--- src/rtl/devctl_pkg.sv ---
package devctl_pkg;
  localparam int unsigned CMD_W = 3;
  localparam logic [CMD_W-1:0] CMD_START = 3'b000;
  localparam logic [CMD_W-1:0] CMD_TEST  = 3'b001;

  typedef enum logic [0:0] {
    ST_IDLE = 1'b0,
    ST_WAIT = 1'b1
  } resp_state_e;
endpackage

--- src/rtl/devctl_rst_sync.sv ---
module devctl_rst_sync #(
  parameter int unsigned STAGES = 2
) (
  input  logic clk_i,
  input  logic rst_ni,
  output logic rst_sync_no
);
  logic [STAGES-1:0] chain_q;
  logic [STAGES-1:0] chain_d;

  always_comb begin
    chain_d = {chain_q[STAGES-2:0], 1'b1};
  end

  always_ff @(posedge clk_i or negedge rst_ni) begin
    if (!rst_ni) chain_q <= '0;
    else         chain_q <= chain_d;
  end

  assign rst_sync_no = chain_q[STAGES-1];
endmodule

--- src/rtl/devctl_decode.sv ---
module devctl_decode
  import devctl_pkg::*;
#(
  parameter int unsigned    DEV_W  = 4,
  parameter logic [DEV_W-1:0] DEV_ID = 4'd5
) (
  input  logic             clk_i,
  input  logic             rst_ni,
  input  logic             strobe_i,
  input  logic [DEV_W-1:0] dev_sel_i,
  input  logic [CMD_W-1:0] cmd_i,
  output logic             fire_test_o,
  output logic             fire_start_o,
  output logic             fire_other_o
);
  logic strobe_q;
  logic strobe_d;
  logic sel_hit;
  logic strobe_edge;
  logic fire;

  always_comb begin
    strobe_d = strobe_i;
  end

  // Reset value 1: a strobe that is already high at release is not an edge.
  always_ff @(posedge clk_i or negedge rst_ni) begin
    if (!rst_ni) strobe_q <= 1'b1;
    else         strobe_q <= strobe_d;
  end

  always_comb begin
    sel_hit      = (dev_sel_i == DEV_ID);
    strobe_edge  = strobe_i && !strobe_q;
    fire         = strobe_edge && sel_hit;
    fire_test_o  = fire && (cmd_i == CMD_TEST);
    fire_start_o = fire && (cmd_i == CMD_START);
    fire_other_o = fire && (cmd_i != CMD_TEST) && (cmd_i != CMD_START);
  end

  // a command fires only when the strobe was low in the previous cycle.
  p_single_edge_r9: assert property (@(posedge clk_i) disable iff (!rst_ni)
    (fire_test_o || fire_start_o || fire_other_o) |-> !$past(strobe_i));
endmodule

--- src/rtl/devctl_status.sv ---
module devctl_status #(
  parameter int unsigned DATA_W = 16,
  parameter logic [DATA_W-2:0] STATUS_MASK = 15'h00FF
) (
  input  logic              dev_ready_i,
  input  logic              chan_active_i,
  input  logic [DATA_W-2:0] dev_status_i,
  output logic [DATA_W-1:0] word_o
);
  logic start_ok;
  logic [DATA_W-2:0] upper;

  always_comb begin
    start_ok = dev_ready_i && !chan_active_i;
  end

  for (genvar i = 0; i < DATA_W - 1; i++) begin : g_bit
    if (STATUS_MASK[i]) begin : g_used
      assign upper[i] = dev_status_i[i];
    end else begin : g_unused
      assign upper[i] = 1'b0;
    end
  end

  assign word_o = {upper, start_ok};

  // the start-ok bit is never set while the channel is busy.
  always_comb begin
    a_ok_busy_r3: assert (!(chan_active_i && word_o[0]));
  end
endmodule

--- src/rtl/devctl_seq.sv ---
module devctl_seq
  import devctl_pkg::*;
#(
  parameter int unsigned DATA_W = 16
) (
  input  logic              clk_i,
  input  logic              rst_ni,
  input  logic              fire_test_i,
  input  logic              fire_start_i,
  input  logic              fire_other_i,
  input  logic              grant_i,
  input  logic [DATA_W-1:0] status_i,
  output logic              ack_o,
  output logic              drive_o,
  output logic [DATA_W-1:0] data_o,
  output logic              req_o
);
  resp_state_e       state_q, state_d;
  logic              ack_q, ack_d;
  logic              drive_q, drive_d;
  logic [DATA_W-1:0] data_q, data_d;
  logic              req_q, req_d;

  always_comb begin
    state_d = state_q;
    ack_d   = 1'b0;
    drive_d = 1'b0;
    data_d  = '0;
    req_d   = 1'b0;
    unique case (state_q)
      ST_IDLE: begin
        if (fire_test_i) begin
          ack_d   = 1'b1;
          drive_d = 1'b1;
          data_d  = status_i;
        end else if (fire_start_i) begin
          req_d   = 1'b1;
          state_d = ST_WAIT;
        end else if (fire_other_i) begin
          ack_d   = 1'b1;
        end
      end
      ST_WAIT: begin
        if (grant_i) begin
          ack_d   = 1'b1;
          state_d = ST_IDLE;
        end else begin
          req_d   = 1'b1;
        end
      end
      default: state_d = ST_IDLE;
    endcase
  end

  always_ff @(posedge clk_i or negedge rst_ni) begin
    if (!rst_ni) begin
      state_q <= ST_IDLE;
      ack_q   <= 1'b0;
      drive_q <= 1'b0;
      data_q  <= '0;
      req_q   <= 1'b0;
    end else begin
      state_q <= state_d;
      ack_q   <= ack_d;
      drive_q <= drive_d;
      data_q  <= data_d;
      req_q   <= req_d;
    end
  end

  assign ack_o   = ack_q;
  assign drive_o = drive_q;
  assign data_o  = data_q;
  assign req_o   = req_q;

  // the request holds until the grant arrives.
  p_req_hold_r6: assert property (@(posedge clk_i) disable iff (!rst_ni)
    (req_o && !grant_i) |=> req_o);
  // the grant drops the request and yields one acknowledge without drive.
  p_grant_ack_r6: assert property (@(posedge clk_i) disable iff (!rst_ni)
    (req_o && grant_i) |=> (!req_o && ack_o && !drive_o));
  // a command during a pending request is not acknowledged.
  p_wait_ignore_r10: assert property (@(posedge clk_i) disable iff (!rst_ni)
    (req_o && !grant_i && (fire_test_i || fire_other_i)) |=> !ack_o);
  // no acknowledge or request appears without a decoded command or grant.
  p_no_spurious_r1: assert property (@(posedge clk_i) disable iff (!rst_ni)
    (!req_o && !fire_test_i && !fire_start_i && !fire_other_i) |=> (!ack_o && !req_o));
endmodule

--- src/rtl/devctl_cmd_resp.sv ---
module devctl_cmd_resp
  import devctl_pkg::*;
#(
  parameter int unsigned       DEV_W       = 4,
  parameter logic [DEV_W-1:0]  DEV_ID      = 4'd5,
  parameter int unsigned       DATA_W      = 16,
  parameter logic [DATA_W-2:0] STATUS_MASK = 15'h00FF
) (
  input  logic              clk_i,
  input  logic              rst_ni,
  input  logic              start_strobe_i,
  input  logic [DEV_W-1:0]  dev_sel_i,
  input  logic [2:0]        cmd_code_i,
  input  logic              dev_ready_i,
  input  logic              chan_active_i,
  input  logic [DATA_W-2:0] dev_status_i,
  input  logic              chan_grant_i,
  output logic              resp_ack_o,
  output logic              resp_drive_o,
  output logic [DATA_W-1:0] resp_data_o,
  output logic              chan_req_o
);
  logic              rst_s_n;
  logic              fire_test;
  logic              fire_start;
  logic              fire_other;
  logic [DATA_W-1:0] status_word;

  devctl_rst_sync #(.STAGES(2)) u_rst_sync (
    .clk_i       (clk_i),
    .rst_ni      (rst_ni),
    .rst_sync_no (rst_s_n)
  );

  devctl_decode #(.DEV_W(DEV_W), .DEV_ID(DEV_ID)) u_decode (
    .clk_i        (clk_i),
    .rst_ni       (rst_s_n),
    .strobe_i     (start_strobe_i),
    .dev_sel_i    (dev_sel_i),
    .cmd_i        (cmd_code_i),
    .fire_test_o  (fire_test),
    .fire_start_o (fire_start),
    .fire_other_o (fire_other)
  );

  devctl_status #(.DATA_W(DATA_W), .STATUS_MASK(STATUS_MASK)) u_status (
    .dev_ready_i   (dev_ready_i),
    .chan_active_i (chan_active_i),
    .dev_status_i  (dev_status_i),
    .word_o        (status_word)
  );

  devctl_seq #(.DATA_W(DATA_W)) u_seq (
    .clk_i        (clk_i),
    .rst_ni       (rst_s_n),
    .fire_test_i  (fire_test),
    .fire_start_i (fire_start),
    .fire_other_i (fire_other),
    .grant_i      (chan_grant_i),
    .status_i     (status_word),
    .ack_o        (resp_ack_o),
    .drive_o      (resp_drive_o),
    .data_o       (resp_data_o),
    .req_o        (chan_req_o)
  );

  // drive only with acknowledge, data quiet otherwise.
  p_drive_ack_r8: assert property (@(posedge clk_i) disable iff (!rst_s_n)
    resp_drive_o |-> resp_ack_o);
  p_data_quiet_r8: assert property (@(posedge clk_i) disable iff (!rst_s_n)
    !resp_drive_o |-> (resp_data_o == '0));
  // driven bit 0 reflects ready and channel state at the command edge.
  p_start_ok_r3: assert property (@(posedge clk_i) disable iff (!rst_s_n)
    resp_drive_o |-> (resp_data_o[0] == $past(dev_ready_i && !chan_active_i)));
  // masked-off status bits never appear on the bus.
  p_mask_r4: assert property (@(posedge clk_i) disable iff (!rst_s_n)
    (resp_data_o[DATA_W-1:1] & ~STATUS_MASK) == '0);
endmodule

--- config.mk ---
export PLATFORM = sky130hd
export DESIGN_NAME = devctl_cmd_resp
export DESIGN_NICKNAME = d
export VERILOG_FILES = /design/src/rtl/devctl_pkg.sv /design/src/rtl/devctl_rst_sync.sv /design/src/rtl/devctl_decode.sv /design/src/rtl/devctl_status.sv /design/src/rtl/devctl_seq.sv /design/src/rtl/devctl_cmd_resp.sv
export SDC_FILE = /design/constraint.sdc
export NUM_CORES = 1
export LEC_CHECK = 0
export ABC_AREA = 0
export BUFFER_PORTS_ARGS = -buffer_cell sky130_fd_sc_hd__buf_2
export CORE_MARGIN = 2
export CORE_UTILIZATION = 44
export DETAILED_ROUTE_END_ITERATION = 7
export PLACE_DENSITY_LB_ADDON = 0.1
export SKIP_CTS_REPAIR_TIMING = 1
export SLEW_MARGIN = 10
export SYNTH_ARGS = -nofsm -noshare
export SYNTH_HDL_FRONTEND = slang
export SYNTH_HIERARCHICAL = 1
export SYNTH_SLANG_ARGS = --single-unit
--- constraint.sdc ---
create_clock -name clk_i -period 0.96 [get_ports clk_i]
set_clock_uncertainty 0.2 [all_clocks]
set_input_delay 0.048 -clock clk_i [delete_from_list [all_inputs] [get_ports clk_i]]
set_output_delay 0.048 -clock clk_i [all_outputs]
set_load 0.05 [all_outputs]
==> report_table.html <==
<table>
<tr><th>Metric</th><th>Value</th></tr>
<tr><th colspan="2">Worst hold path</th></tr>
<tr><td>Depth of the worst hold-timing path</td><td>4</td></tr>
<tr><td>Type of the tightest min-delay check</td><td>input port to register</td></tr>
<tr><th colspan="2">Setup path</th></tr>
<tr><td>Crit. End Element</td><td>register</td></tr>
<tr><td>Bufs and invs on worst path</td><td>0</td></tr>
<tr><td>Master of the slowest instance on the critical path</td><td>sky130_fd_sc_hd__dfstp_2</td></tr>
<tr><td>Top delay family on crit path</td><td>simple AND/OR/NAND/NOR gates</td></tr>
<tr><td>Worst Setup Path Type</td><td>register to register</td></tr>
<tr><td>Critical Path RT</td><td>1.00 ns</td></tr>
<tr><td>Number of stages on the worst setup path</td><td>4</td></tr>
<tr><td>Worst-case reg-to-reg path depth</td><td>4</td></tr>
<tr><td>Delay contributed by the slowest stage of the critical path</td><td>between 0.3 and 0.4 ns</td></tr>
<tr><td>Ordered list of cells on the worst path</td><td>nand4bb_4 -&gt; nor3_4 -&gt; nor2b_4 -&gt; and2_4</td></tr>
<tr><td>Arrival @ worst endpoint</td><td>1.46 ns</td></tr>
<tr><td>Crit Path Max Fanout</td><td>7</td></tr>
<tr><td>Type of origin of the critical path</td><td>register</td></tr>
<tr><th colspan="2">Power and ir drop</th></tr>
<tr><td>Worst supply voltage drop on vdd</td><td>~1.1 mV</td></tr>
<tr><td>Overall power</td><td>between 1.5 and 2 mW</td></tr>
<tr><td>PwrDens</td><td>~1200 mW/mm²</td></tr>
<tr><td>P_leak</td><td>0.792 nW</td></tr>
<tr><th colspan="2">Clock tree</th></tr>
<tr><td>Clock-pin slew on the worst setup and hold paths</td><td>around 0.12 ns</td></tr>
<tr><td>Maximum buffer depth of the clock tree</td><td>2</td></tr>
<tr><td>Number of H-tree levels</td><td>1</td></tr>
<tr><td>Root buffer cell</td><td>sky130_fd_sc_hd__clkbuf_4</td></tr>
<tr><td>CTS tree</td><td>done</td></tr>
<tr><td>Clock net sink count</td><td>22</td></tr>
<tr><td>Number of buffers created by CTS</td><td>3</td></tr>
<tr><td>Clock insertion delay at the later pin of the skew report</td><td>roughly 0.3 ns</td></tr>
<tr><th colspan="2">STA</th></tr>
<tr><td>Hold WS</td><td>-0.164 ns</td></tr>
<tr><td>Worst Slack Setup Final</td><td>-0.461 ns</td></tr>
<tr><td>Crit path time final</td><td>around 1.4 ns</td></tr>
<tr><td>Total count of hold-check failures in the final report</td><td>2</td></tr>
<tr><td>Pins Over Slew Limit</td><td>0</td></tr>
<tr><td>Setup violations, final</td><td>31</td></tr>
<tr><td>Setup repair after global routing missed its margin</td><td>yes</td></tr>
<tr><td>Timing-limited maximum frequency</td><td>704 MHz</td></tr>
<tr><td>Tcrit/Tclk final</td><td>148%</td></tr>
<tr><th colspan="2">Status</th></tr>
<tr><td>Status</td><td>complete, but fails checks</td></tr>
<tr><td>Failing checks</td><td>negative hold slack, negative setup slack</td></tr>
<tr><th colspan="2">Global routing</th></tr>
<tr><td>Global-route layer with the greatest usage</td><td>met2</td></tr>
<tr><td>Fraction of met2 tracks used by global routing</td><td>a little under a fifth</td></tr>
<tr><td>Met1 capacity usage during global routing</td><td>around 14%</td></tr>
<tr><td>Met3 Use GR</td><td>roughly 3.3%</td></tr>
<tr><td>All-layer global routing usage</td><td>between 10% and 20%</td></tr>
<tr><td>Antenna violations before repair</td><td>0</td></tr>
<tr><td>Largest net degree at the start of global routing</td><td>20</td></tr>
<tr><td>Total congestion overflow</td><td>0</td></tr>
<tr><td>Number of global-route vias before repair</td><td>between 500 and 600</td></tr>
<tr><td>Global-route wire length before repair</td><td>~2.1 mm</td></tr>
<tr><th colspan="2">Yosys</th></tr>
<tr><td>Number of flops mapped to enable cells by yosys</td><td>0</td></tr>
<tr><td>Asr flop ratio synth</td><td>100%</td></tr>
<tr><td>Number of unique standard cell types used by synthesis</td><td>17</td></tr>
<tr><td>Cells after synthesis</td><td>71</td></tr>
<tr><td>Main synth FF type</td><td>sky130_fd_sc_hd__dfrtp_1</td></tr>
<tr><td>Warnings, synthesis</td><td>6</td></tr>
<tr><td>Syn avg cell area</td><td>13.0 µm²</td></tr>
<tr><td>Sequential element share of the synthesized area</td><td>between 60% and 70%</td></tr>
<tr><td>Flip-flop and latch count after synthesis</td><td>22</td></tr>
<tr><td>Synthesized area</td><td>920 µm²</td></tr>
<tr><th colspan="2">Placement</th></tr>
<tr><td>Instance count after placement with tap cells included</td><td>~130</td></tr>
<tr><td>Number of port buffers</td><td>39</td></tr>
<tr><td>DP HPWL</td><td>around 1.0 mm</td></tr>
<tr><td>Global placer's final weighted congestion</td><td>about 0.57</td></tr>
<tr><th colspan="2">Floorplanning</th></tr>
<tr><td>Die Ht</td><td>between 40 and 50 µm</td></tr>
<tr><td>Die area</td><td>approximately 0.0025 mm²</td></tr>
<tr><td>Width of the die</td><td>49.7 µm</td></tr>
<tr><td>Core Region</td><td>~0.0020 mm²</td></tr>
<tr><td>Row count</td><td>16</td></tr>
<tr><td>I/O pin cnt</td><td>47</td></tr>
<tr><td>Starting density of the core</td><td>between 40% and 50%</td></tr>
<tr><th colspan="2">Detailed routing</th></tr>
<tr><td>Vias per Instance</td><td>4.07</td></tr>
<tr><td>Initial DRC Count</td><td>9</td></tr>
<tr><td>Vias post-DR</td><td>635</td></tr>
<tr><td>Routed wirelength normalized by instance count</td><td>11.1 µm</td></tr>
<tr><td>Number of iterations in the first detailed-routing pass</td><td>3</td></tr>
<tr><td>Wire length reported by the detailed router</td><td>roughly 1.7 mm</td></tr>
<tr><td>DRC Markers</td><td>0</td></tr>
<tr><td>Detail Route Antenna Nets</td><td>0</td></tr>
<tr><th colspan="2">Finish</th></tr>
<tr><td>Diode insertion count for antenna repair</td><td>0</td></tr>
<tr><td>Share of final-layout standard cells stronger than drive strength 1</td><td>62.0%</td></tr>
<tr><td>Final Non-Filler Cells</td><td>156</td></tr>
<tr><td>Net total in the final layout</td><td>158</td></tr>
<tr><td>Post-synthesis to final-layout area growth</td><td>64.2%</td></tr>
<tr><th colspan="2">Job</th></tr>
<tr><td># Max-Cap Violations</td><td>0</td></tr>
</table>
state kept, by name (all words and copies together) (netlist names):
signal,count
u_decode/strobe_q,1
u_rst_sync/chain_q,2
u_seq/ack_o,1
u_seq/data_o,16
u_seq/drive_o,1
u_seq/req_o,1
cell usage after synthesis, types with 2 or more instances:
cell	n	area, µm²
sky130_fd_sc_hd__nor3_1	2	10.0
sky130_fd_sc_hd__conb_1	2	7.51
sky130_fd_sc_hd__dfrtp_1	21	526
sky130_fd_sc_hd__nor2b_4	2	27.5
sky130_fd_sc_hd__nor2_1	2	7.51
sky130_fd_sc_hd__buf_4	16	120
sky130_fd_sc_hd__and2_2	16	120
per-stage QoR:
step	TNS, ns	utilization [%]	area, µm²	setup WS [ns]
3_3_place_gp	-7.18	56.8	1110	-0.640
6_report	-7.61	77.0	1510	-0.461
2_1_floorplan	-4.73	-	967	-0.483
4_1_cts	-10.22	59.5	1170	-0.584
3_5_place_dp	-7.32	56.8	1110	-0.658
5_1_grt	-9.25	77.0	1510	-0.550
cell type report:
type	count	area, µm²
clock inverters	1	30.0
repair buffers	64	553
flip-flops and latches	22	553
well taps	27	33.8
multi-input cells	38	314
inverters	1	3.75
fillers	145	452
clock buffers	3	22.5
metal layers:
| metal | wire (µm) | up-vias | share of wire, % |
|---|---|---|---|
| li1 | - | 316 | - |
| met1 | 702 | 297 | 41 |
| met2 | 910 | 22 | 53 |
| met3 | 120 | 0 | 6.9 |
| met4 | 0 | 0 | 0 |
| met5 | 0 | - | 0 |
cell usage in the layout (no fill, tap or decap), types with 2 or more instances in the layout:
cell	synthesis	routed
sky130_fd_sc_hd__and2_2	16	10
sky130_fd_sc_hd__and2_4	0	6
sky130_fd_sc_hd__buf_2	0	20
sky130_fd_sc_hd__buf_4	16	9
sky130_fd_sc_hd__buf_6	1	20
sky130_fd_sc_hd__clkbuf_4	0	3
sky130_fd_sc_hd__conb_1	2	8
sky130_fd_sc_hd__dfrtp_1	21	20
sky130_fd_sc_hd__dlygate4sd3_1	0	14
sky130_fd_sc_hd__nor2_1	2	2
sky130_fd_sc_hd__nor2b_4	2	3
worst paths after layout:
| kind | from | endpoint | slack [ns] |
|---|---|---|---|
| max | u_decode/strobe_q | u_seq/data_o[8] | -0.46 |
| min | dev_sel_i[1] | u_seq/ack_o | -0.16 |
| max reg2reg | u_decode/strobe_q | u_seq/data_o[8] | -0.46 |
| min reg2reg | u_rst_sync/chain_q[1] | u_seq/data_o[14] | 0.04 |
| max in group asynchronous | rst_ni | u_rst_sync/chain_q[0] | 0.02 |
| min in group asynchronous | u_rst_sync/chain_q[1] | u_seq/data_o[14] | 0.04 |
power breakdown:
part	switching, mW	leakage, nW	total (mW)	internal [mW]
Clock	0.255	0.0279	0.677	0.422
Sequential	0.00471	0.298	0.941	0.936
Combinational	0.0607	0.467	0.157	0.0959
Total	0.321	0.792	1.77	1.45
cells by family after synthesis:
logic type / after synthesis / synth area share, %
AO/OA/AOI/OAI: 2 / 1.36
buffers and inverters: 18 / 14.7
flip-flops: 22 / 60.0
other: 2 / 0.817
AND/OR/NAND/NOR: 27 / 23.1
worst reg2reg max path, cell delays in order, from the launching register on:
cell	delay, ns
sky130_fd_sc_hd__dfstp_2	0.38
sky130_fd_sc_hd__nand4bb_4	0.20
sky130_fd_sc_hd__nor3_4	0.17
sky130_fd_sc_hd__nor2b_4	0.26
sky130_fd_sc_hd__and2_4	0.16
(Power assumes the default switching activity.)
